==> src/rtl/clkdiv_pkg.sv <==
package clkdiv_pkg;
  typedef enum logic [1:0] {
    ST_HOLD = 2'd0,
    ST_WAIT = 2'd1,
    ST_RUN  = 2'd2
  } div_st_e;

  typedef struct packed {
    logic [3:0] lo;
    logic [3:0] hi;
    logic [3:0] phase;
    logic       start_hi;
    logic       bypass;
    logic       nosync;
    logic       force_hi;
  } div_cfg_t;
endpackage

==> src/rtl/clkdiv_cnt.sv <==
module clkdiv_cnt #(
  parameter int CNT_W = 4
) (
  input  logic             clk_i,
  input  logic             rst_ni,
  input  logic             load_i,
  input  logic [CNT_W-1:0] val_i,
  input  logic             dec_i,
  output logic             zero_o
);
  logic [CNT_W-1:0] cnt_q;

  always_ff @(posedge clk_i or negedge rst_ni) begin
    if (!rst_ni)     cnt_q <= '0;
    else if (load_i) cnt_q <= val_i;
    else if (dec_i)  cnt_q <= cnt_q - 1'b1;
  end

  assign zero_o = (cnt_q == '0);


  no_underflow_chk: assert property (@(posedge clk_i) disable iff (!rst_ni)
    (dec_i && !load_i) |-> (cnt_q != '0));
endmodule

==> src/rtl/clkdiv_ctrl.sv <==
module clkdiv_ctrl
  import clkdiv_pkg::*;
#(
  parameter int LEN_W = 4,
  parameter int PH_W  = 4,
  localparam int CNT_W = (LEN_W > PH_W) ? LEN_W : PH_W
) (
  input  logic             clk_i,
  input  logic             rst_ni,
  input  logic             sync_i,
  input  div_cfg_t         cfg_i,
  input  logic             cnt_zero_i,
  output logic             cnt_load_o,
  output logic [CNT_W-1:0] cnt_val_o,
  output logic             cnt_dec_o,
  output logic             lvl_o
);
  div_st_e st_q, st_d;
  logic    lvl_q, lvl_d;
  logic    sync_obey;

  assign sync_obey = sync_i && !cfg_i.nosync;

  function automatic logic [CNT_W-1:0] len_of(input logic lvl, input div_cfg_t c);
    return lvl ? CNT_W'(c.hi) : CNT_W'(c.lo);
  endfunction

  always_comb begin
    st_d       = st_q;
    lvl_d      = lvl_q;
    cnt_load_o = 1'b0;
    cnt_val_o  = '0;
    cnt_dec_o  = 1'b0;
    if (cfg_i.bypass) begin
      st_d  = ST_HOLD;
      lvl_d = cfg_i.start_hi;
    end else if (cfg_i.nosync) begin
      st_d  = ST_HOLD;
      lvl_d = cfg_i.force_hi;
    end else if (sync_obey) begin
      st_d  = ST_HOLD;
      lvl_d = cfg_i.start_hi;
    end else begin
      unique case (st_q)
        ST_HOLD: begin
          lvl_d      = cfg_i.start_hi;
          cnt_load_o = 1'b1;
          if (cfg_i.phase == '0) begin
            st_d      = ST_RUN;
            cnt_val_o = len_of(cfg_i.start_hi, cfg_i);
          end else begin
            st_d      = ST_WAIT;
            cnt_val_o = CNT_W'(cfg_i.phase) - 1'b1;
          end
        end
        ST_WAIT: begin
          if (cnt_zero_i) begin
            st_d       = ST_RUN;
            cnt_load_o = 1'b1;
            cnt_val_o  = len_of(lvl_q, cfg_i);
          end else begin
            cnt_dec_o = 1'b1;
          end
        end
        ST_RUN: begin
          if (cnt_zero_i) begin
            lvl_d      = !lvl_q;
            cnt_load_o = 1'b1;
            cnt_val_o  = len_of(!lvl_q, cfg_i);
          end else begin
            cnt_dec_o = 1'b1;
          end
        end
        default: st_d = ST_HOLD;
      endcase
    end
  end

  always_ff @(posedge clk_i or negedge rst_ni) begin
    if (!rst_ni) begin
      st_q  <= ST_HOLD;
      lvl_q <= 1'b0;
    end else begin
      st_q  <= st_d;
      lvl_q <= lvl_d;
    end
  end

  assign lvl_o = lvl_q;


  sync_hold_chk: assert property (@(posedge clk_i) disable iff (!rst_ni)
    (sync_obey && !cfg_i.bypass) |=> (lvl_q == $past(cfg_i.start_hi)));


  static_lvl_chk: assert property (@(posedge clk_i) disable iff (!rst_ni)
    (cfg_i.nosync && !cfg_i.bypass) |=> (lvl_q == $past(cfg_i.force_hi)));


  bypass_lvl_chk: assert property (@(posedge clk_i) disable iff (!rst_ni)
    cfg_i.bypass |=> (lvl_q == $past(cfg_i.start_hi)));


  phase_hold_chk: assert property (@(posedge clk_i) disable iff (!rst_ni)
    (st_q == ST_RUN && !cnt_zero_i && !cfg_i.bypass && !cfg_i.nosync && !sync_i)
      |=> $stable(lvl_q));


  wait_hold_chk: assert property (@(posedge clk_i) disable iff (!rst_ni)
    (st_q == ST_WAIT && !cfg_i.bypass && !cfg_i.nosync && !sync_i) |=> $stable(lvl_q));
endmodule

==> src/rtl/clkdiv_out.sv <==
module clkdiv_out (
  input  logic clk_i,
  input  logic en_i,
  input  logic bypass_i,
  input  logic lvl_i,
  output logic div_clk_o
);
  logic src;
  assign src       = bypass_i ? clk_i : lvl_i;
  assign div_clk_o = en_i & src;
endmodule

==> src/rtl/clk_div_prog.sv <==
module clk_div_prog
  import clkdiv_pkg::*;
#(
  parameter int LEN_W = 4,
  parameter int PH_W  = 4,
  localparam int CNT_W = (LEN_W > PH_W) ? LEN_W : PH_W
) (
  input  logic             clk_i,
  input  logic             rst_ni,
  input  logic             en_i,
  input  logic             sync_i,
  input  logic [LEN_W-1:0] cfg_lo_i,
  input  logic [LEN_W-1:0] cfg_hi_i,
  input  logic [PH_W-1:0]  cfg_phase_i,
  input  logic             cfg_start_hi_i,
  input  logic             cfg_bypass_i,
  input  logic             cfg_nosync_i,
  input  logic             cfg_force_hi_i,
  output logic             lvl_o,
  output logic             div_clk_o
);
  div_cfg_t         cfg;
  logic             cnt_load, cnt_dec, cnt_zero;
  logic [CNT_W-1:0] cnt_val;

  always_comb begin
    cfg          = '0;
    cfg.lo       = 4'(cfg_lo_i);
    cfg.hi       = 4'(cfg_hi_i);
    cfg.phase    = 4'(cfg_phase_i);
    cfg.start_hi = cfg_start_hi_i;
    cfg.bypass   = cfg_bypass_i;
    cfg.nosync   = cfg_nosync_i;
    cfg.force_hi = cfg_force_hi_i;
  end

  clkdiv_ctrl #(.LEN_W(LEN_W), .PH_W(PH_W)) u_ctrl (
    .clk_i      (clk_i),
    .rst_ni     (rst_ni),
    .sync_i     (sync_i),
    .cfg_i      (cfg),
    .cnt_zero_i (cnt_zero),
    .cnt_load_o (cnt_load),
    .cnt_val_o  (cnt_val),
    .cnt_dec_o  (cnt_dec),
    .lvl_o      (lvl_o)
  );

  clkdiv_cnt #(.CNT_W(CNT_W)) u_cnt (
    .clk_i  (clk_i),
    .rst_ni (rst_ni),
    .load_i (cnt_load),
    .val_i  (cnt_val),
    .dec_i  (cnt_dec),
    .zero_o (cnt_zero)
  );

  clkdiv_out u_out (
    .clk_i     (clk_i),
    .en_i      (en_i),
    .bypass_i  (cfg_bypass_i),
    .lvl_i     (lvl_o),
    .div_clk_o (div_clk_o)
  );


  rst_lvl_chk: assert property (@(posedge clk_i) !rst_ni |-> !lvl_o);
endmodule

==> config.mk <==
export PLATFORM = sky130hd
export DESIGN_NAME = clk_div_prog
export DESIGN_NICKNAME = d
export VERILOG_FILES = /design/src/rtl/clkdiv_pkg.sv /design/src/rtl/clkdiv_cnt.sv /design/src/rtl/clkdiv_ctrl.sv /design/src/rtl/clkdiv_out.sv /design/src/rtl/clk_div_prog.sv
export SDC_FILE = /design/constraint.sdc
export NUM_CORES = 1
export LEC_CHECK = 0
export CAP_MARGIN = 20
export CORE_MARGIN = 2
export CORE_UTILIZATION = 35
export CTS_BUF_LIST = sky130_fd_sc_hd__clkbuf_2 sky130_fd_sc_hd__clkbuf_4 sky130_fd_sc_hd__clkbuf_8
export CTS_CLUSTER_DIAMETER = 40
export DETAILED_ROUTE_END_ITERATION = 8
export GPL_ROUTABILITY_DRIVEN = 0
export PLACE_DENSITY_LB_ADDON = 0.05
export SYNTH_ARGS = -nofsm -noshare
export SYNTH_HDL_FRONTEND = slang
export SYNTH_SLANG_ARGS = --single-unit
==> constraint.sdc <==
create_clock -name clk_i -period 5.2 [get_ports clk_i]
set_clock_uncertainty 0.15 [all_clocks]
set_input_delay 1.04 -clock clk_i [delete_from_list [all_inputs] [get_ports clk_i]]
set_output_delay 1.04 -clock clk_i [all_outputs]
set_load 0.05 [all_outputs]
==> results of run 1 <==
-- layer usage --
metal / GRT usage / part of all wire
met1: 0.213 / 0.43
met2: 0.315 / 0.51
met3: 0.0750 / 0.054
met4: 0.0875 / 0.0092
met5: 0 / 0
-- sequential cells by signal (all words and copies together), names as in the netlist --
name,cells
u_cnt.cnt_q,4
u_ctrl.lvl_o,1
u_ctrl.st_q,2
-- cells by family (layout without fill, tap and decap cells) --
logic type	after synthesis	after routing	share of synthesized area
AO/OA/AOI/OAI	32	32	0.261
buffers and inverters	16	38	0.0769
adder cells (fa/ha/maj)	8	8	0.114
flip-flops	7	7	0.199
AND/OR/NAND/NOR	22	22	0.161
multiplexers	13	13	0.158
XOR/XNOR	3	3	0.0299
-- per-stage QoR --
step / hold slack (ns) / utilization
after detailed placement: 0.379 / 0.451
after floorplan: 0.347 / -
after global routing: 0.412 / 0.472
after CTS: 0.394 / 0.472
final: 0.393 / 0.472
after global placement: 0.376 / 0.451
-- path summary, 6_finish.rpt --
check,slack [ns],to,startpoint,cells after the start
setup / recovery,0.30,div_clk_o,clk_i,5
min in group asynchronous,0.79,u_cnt.cnt_q[3],rst_ni,1
max in group asynchronous,3.85,u_ctrl.st_q[0],rst_ni,1
hold reg to reg,0.39,u_cnt.cnt_q[1],u_cnt.cnt_q[1],1
hold / removal,0.39,u_cnt.cnt_q[1],u_cnt.cnt_q[1],1
setup reg to reg,2.88,u_cnt.cnt_q[3],u_ctrl.st_q[1],6
-- critical path, delay by kind of cell --
| kind | cells | cell delay, ns |
|---|---|---|
| simple gates | 1 | 0.06 |
| buf+inv | 3 | 0.92 |
| mux | 1 | 0.12 |
-- cell usage in the layout (no fill, tap or decap), types with 3 or more instances in the layout --
cell	count
nor2_1	6
clkdlybuf4s50_1	21
dfrtp_1	7
mux2_2	3
mux2i_1	9
clkbuf_4	7
a21oi_1	8
inv_1	10
a22oi_1	3
o21ai_0	4
a211oi_1	3
a221oi_1	5
ha_1	8
nor3_1	3
-- cell type report --
| class | count | area, sq um |
|---|---|---|
| Inverter | 10 | 37.5 |
| Clock buffer | 8 | 62.6 |
| Multi-Input combinational cell | 78 | 636 |
| Fill cell | 248 | 1280 |
| Tap cell | 30 | 37.5 |
| Timing Repair Buffer | 20 | 200 |
| Sequential cell | 7 | 175 |
-- power groups by stage --
| stage | Clock, mW | Combinational, mW | Sequential [mW] |
|---|---|---|---|
| 2_1_floorplan | 0.0132 | 0.0574 | 0.0775 |
| 3_3_place_gp | 0.0178 | 0.0880 | 0.0795 |
| 3_5_place_dp | 0.0178 | 0.0903 | 0.0798 |
| 4_1_cts | 0.113 | 0.0910 | 0.0788 |
| 5_1_grt | 0.118 | 0.0998 | 0.0807 |
| 6_report | 0.110 | 0.0900 | 0.0789 |
==> results.yml, run 1 <==
setup_path:
  cpMostUsedCell: "clkbuf_4"
  cp_slowest_cell: "clkdlybuf4s50_1"
  arrival_ns: 3.71
  critPathMaxStageDelay_ns: 0.69
  critical_path.max_fanout: 2
  path_class: "clock port to primary output"
  crit_required_ns: 4.01
  crit_chain: "clkbuf_4 -> clkbuf_4 -> mux2i_1 -> nor2b_1 -> clkdlybuf4s50_1"
  critPathCaptureType: "primary output"
  cp-start-kind: "clock port"
pwr:
  swShare: 0.357
  p_leak_nw: 0.456
  power_switching_uw: 99.5
  max-vdd-ir-drop_mv: 0.181
  power_density_mw_per_mm2: 243
  seqPwrFrac: 0.283
  p_clk_frac: 0.394
  finalPower_uw: 279
  p_int_uw: 179
  pwr-share-comb: 0.323
drt:
  vias: 869
  drt_iter0_markers: 16
  drt_first_pass_iters: 4
  via_per_inst: 5.68
  avgRoutedWirePerCell_microns: 14.9
  remaining_drc_errors: 0
  drtAntennaViolNets: 0
  routed_wirelength_mm: 2.28
layout:
  final_layout_size_suffix_gt1_frac: 0.114
  stdcell_area_sq_mm: 0.00115
  area_delta_synth_final_pct: 30.8
  final_nets: 152
  final_cells: 153
  num_antenna_cells: 0
sta:
  worstMarginPinSlew_ns: 0.596
  finalHoldViolCount: 0
  setup-violations-final: 0
  drv_slew: 0
  setup_ws_ns: 0.299
  tns_ns: 0
  slew_headroom: 0.601
  rsz0062_at_grt: "no"
grt:
  grt_max_degree: 15
  grt_first_pass_wirelength_mm: 3.83
  overflow: 0
  grt_use_total: 0.190
  grt_pass1_vias: 879
  antenna_found_initial: 0
placed_design:
  hpwl_mm: 1.80
  port_buffers: 21
  dp_slack_ns: 0.560
  post_dp_cell_area_sq_mm: 0.00110
  dp.cells: 146
die:
  io_pins: 22
  die-area_sq_mm: 0.00293
  die_h_microns: 54.1
  chipWidth_microns: 54.1
  core_area_sq_mm: 0.00243
  start_util: 0.361
  rows: 18
clock_tree:
  ctsHoldBuffers: 0
  clk_latency_ns: 0.37
  clkSlewWorstSetupHoldPaths_ns: 0.06
  cts_tree: "done"
  cts_setup_buffers: 0
  cts.repair.resized: 0
synth:
  synth_most_common_cell: "inv_1"
  synth-async-reset-ratio: 1.00
  synth_fp_nets: 129
  synth_seq_area_share: 0.199
  synth_ff_type: "dfrtp_1"
  yosys-top-cells-area: "dfrtp_1 (20%), ha_1 (11%), mux2i_1 (10%)"
  synthCells: 101
  synth_top_area_cell: "dfrtp_1"
  synth_warnings: 0
  synth_area_sq_um: 878
  ys_ff_latch: 7
  ys_top_cells_by_count: "inv_1 (10), mux2i_1 (9), a21oi_1 (8), ha_1 (8), dfrtp_1 (7)"
  ys_types: 36
  syn_area_per_cell_sq_um: 8.70
  netlist.area_leader.share: 0.199
  synth_edf_count: 0
job:
  max_cap_violations: 0
hold_path:
  hold_class: "flip-flop to flip-flop"
run_status:
  status: "completed"
No activity file was read; power rests on OpenSTA's default activity.
==> run 2, diff against run 1 <==
==> constraint.sdc (replaced) <==
create_clock -name clk_i -period 5.2 [get_ports clk_i]
set_clock_uncertainty 0.15 [all_clocks]
set_input_delay 0.78 -clock clk_i [delete_from_list [all_inputs] [get_ports clk_i]]
set_output_delay 0.78 -clock clk_i [all_outputs]
set_load 0.05 [all_outputs]
==> results.yml, run 2 (synthesis results as in run 1) <==
setup_path:
  reg2reg_depth: 6
  cp_slowest_cell: "clkdlybuf4s50_1"
  reg2reg_slack_ns: 2.86
  critical_path.max_fanout: 2
  crit_chain: "clkbuf_4 -> clkbuf_4 -> mux2i_1 -> nor2b_1 -> clkdlybuf4s50_1"
  r2r-end: "u_cnt.cnt_q[3]"
  rr_startpoint: "u_ctrl.st_q[0]"
  cp-start-kind: "clock port"
  critPathMaxStageDelay_ns: 0.70
  cpMostUsedCell: "clkbuf_4"
  path_delay_family: "buffers and inverters"
  crit_buf_inv: 3
  arrival_ns: 3.71
  path_class: "clock port to primary output"
  crit_required_ns: 4.27
  critPathCaptureType: "primary output"
sta:
  setup_ws_ns: 0.555
  rsz0062_at_grt: "no"
  tns_ns: 0
  finalHoldViolCount: 0
  slew_headroom: 0.599
  drv_slew: 0
  setup-violations-final: 0
  worstMarginPinSlew_ns: 0.598
  hold_ws_ns: 0.398
layout:
  area_delta_synth_final_pct: 30.5
  largest_reg_flops: 4
  regMostFlops: "u_cnt.cnt_q"
  final_cells: 153
  final_cell_mix: "clkdlybuf4s50_1 (21), inv_1 (10), mux2i_1 (9)"
  num_antenna_cells: 0
  final_layout_size_suffix_gt1_frac: 0.114
  layout_commonest_cell: "clkdlybuf4s50_1"
  stdcell_area_sq_mm: 0.00115
  final_nets: 152
  final_core_util: 0.471
clock_tree:
  clkSlewWorstSetupHoldPaths_ns: 0.06
  cts_tree: "done"
  clk_latency_ns: 0.36
  ctsHoldBuffers: 0
  cts_setup_buffers: 0
  cts.repair.resized: 0
drt:
  drt_first_pass_iters: 4
  drt_iter0_markers: 15
  avgRoutedWirePerCell_microns: 14.7
  routed_wirelength_mm: 2.25
  drtAntennaViolNets: 0
  remaining_drc_errors: 0
  vias: 871
  via_per_inst: 5.69
pwr:
  p_leak_nw: 0.455
  finalPower_uw: 270
  power_density_mw_per_mm2: 235
  max-vdd-ir-drop_mv: 0.155
grt:
  grt_max_degree: 15
  grt_pass1_vias: 867
  grt_use_total: 0.180
  overflow: 0
  grt_first_pass_wirelength_mm: 3.72
  antenna_found_initial: 0
placed_design:
  dp.cells: 146
  dp_slack_ns: 0.820
  post_dp_cell_area_sq_mm: 0.00110
  hpwl_mm: 1.79
  port_buffers: 21
hold_path:
  hold_depth: 1
  holdPathEnd: "u_cnt.cnt_q[1]"
  timing.hold.worst.start: "u_cnt.cnt_q[1]"
  hold_class: "flip-flop to flip-flop"
die:
  chipWidth_microns: 54.1
  rows: 18
  start_util: 0.361
  core_area_sq_mm: 0.00243
  io_pins: 22
  die-area_sq_mm: 0.00293
  die_h_microns: 54.1
job:
  max_cap_violations: 0
run_status:
  status: "completed"
## run 2: worst register-to-register path: cells and delay by family (launching register included)
kind / cells / cell delay [ns]
compound gates: 3 / 0.86
simple gates: 1 / 0.38
fa+ha+maj: 1 / 0.36
flops: 1 / 0.39
buf+inv: 1 / 0.08
## run 2: worst max path at each step
| stage | start | end | slack (ns) | depth (start not counted) |
|---|---|---|---|---|
| final | clk_i | div_clk_o | 0.56 | 5 |
| after global routing | clk_i | div_clk_o | 0.52 | 5 |
| after CTS | clk_i | div_clk_o | 0.55 | 5 |
| after detailed placement | clk_i | div_clk_o | 0.82 | 3 |
| after global placement | clk_i | div_clk_o | 0.82 | 3 |
| after floorplan | clk_i | div_clk_o | 1.35 | 2 |
## run 2: layout make-up
class                   instances  area, sq um
fillers                       253         1290
multi-input cells              78          636
repair buffers                 20          200
flip-flops and latches          7          175
clock buffers                   7         55.1
inverters                      10         37.5
well taps                      30         37.5
clock inverters                 1         5.00
## run 2: report_power, final
| part | total (mW) | switching, mW | internal (mW) |
|---|---|---|---|
| clock network | 0.101 | 0.0406 | 0.0601 |
| logic | 0.0895 | 0.0423 | 0.0472 |
| registers | 0.0793 | 0.0141 | 0.0652 |
| total | 0.270 | 0.0970 | 0.172 |
## run 2: routing by layer
metal,part of all wire,routed length [microns],track usage,up-vias
met5,0,0,0,-
met4,0.0075,17,0.0667,0
met3,0.047,105,0.0667,3
met2,0.50,1120,0.289,22
met1,0.45,1010,0.218,418
li1,-,-,-,428
==> run 3, diff against run 2 <==
Settings changed: CTS_CLUSTER_DIAMETER 40 to 80, TNS_END_PERCENT set to 20.
==> results of run 3 <==
Same layout as run 2: the final DEF is identical, and so are final timing and power.
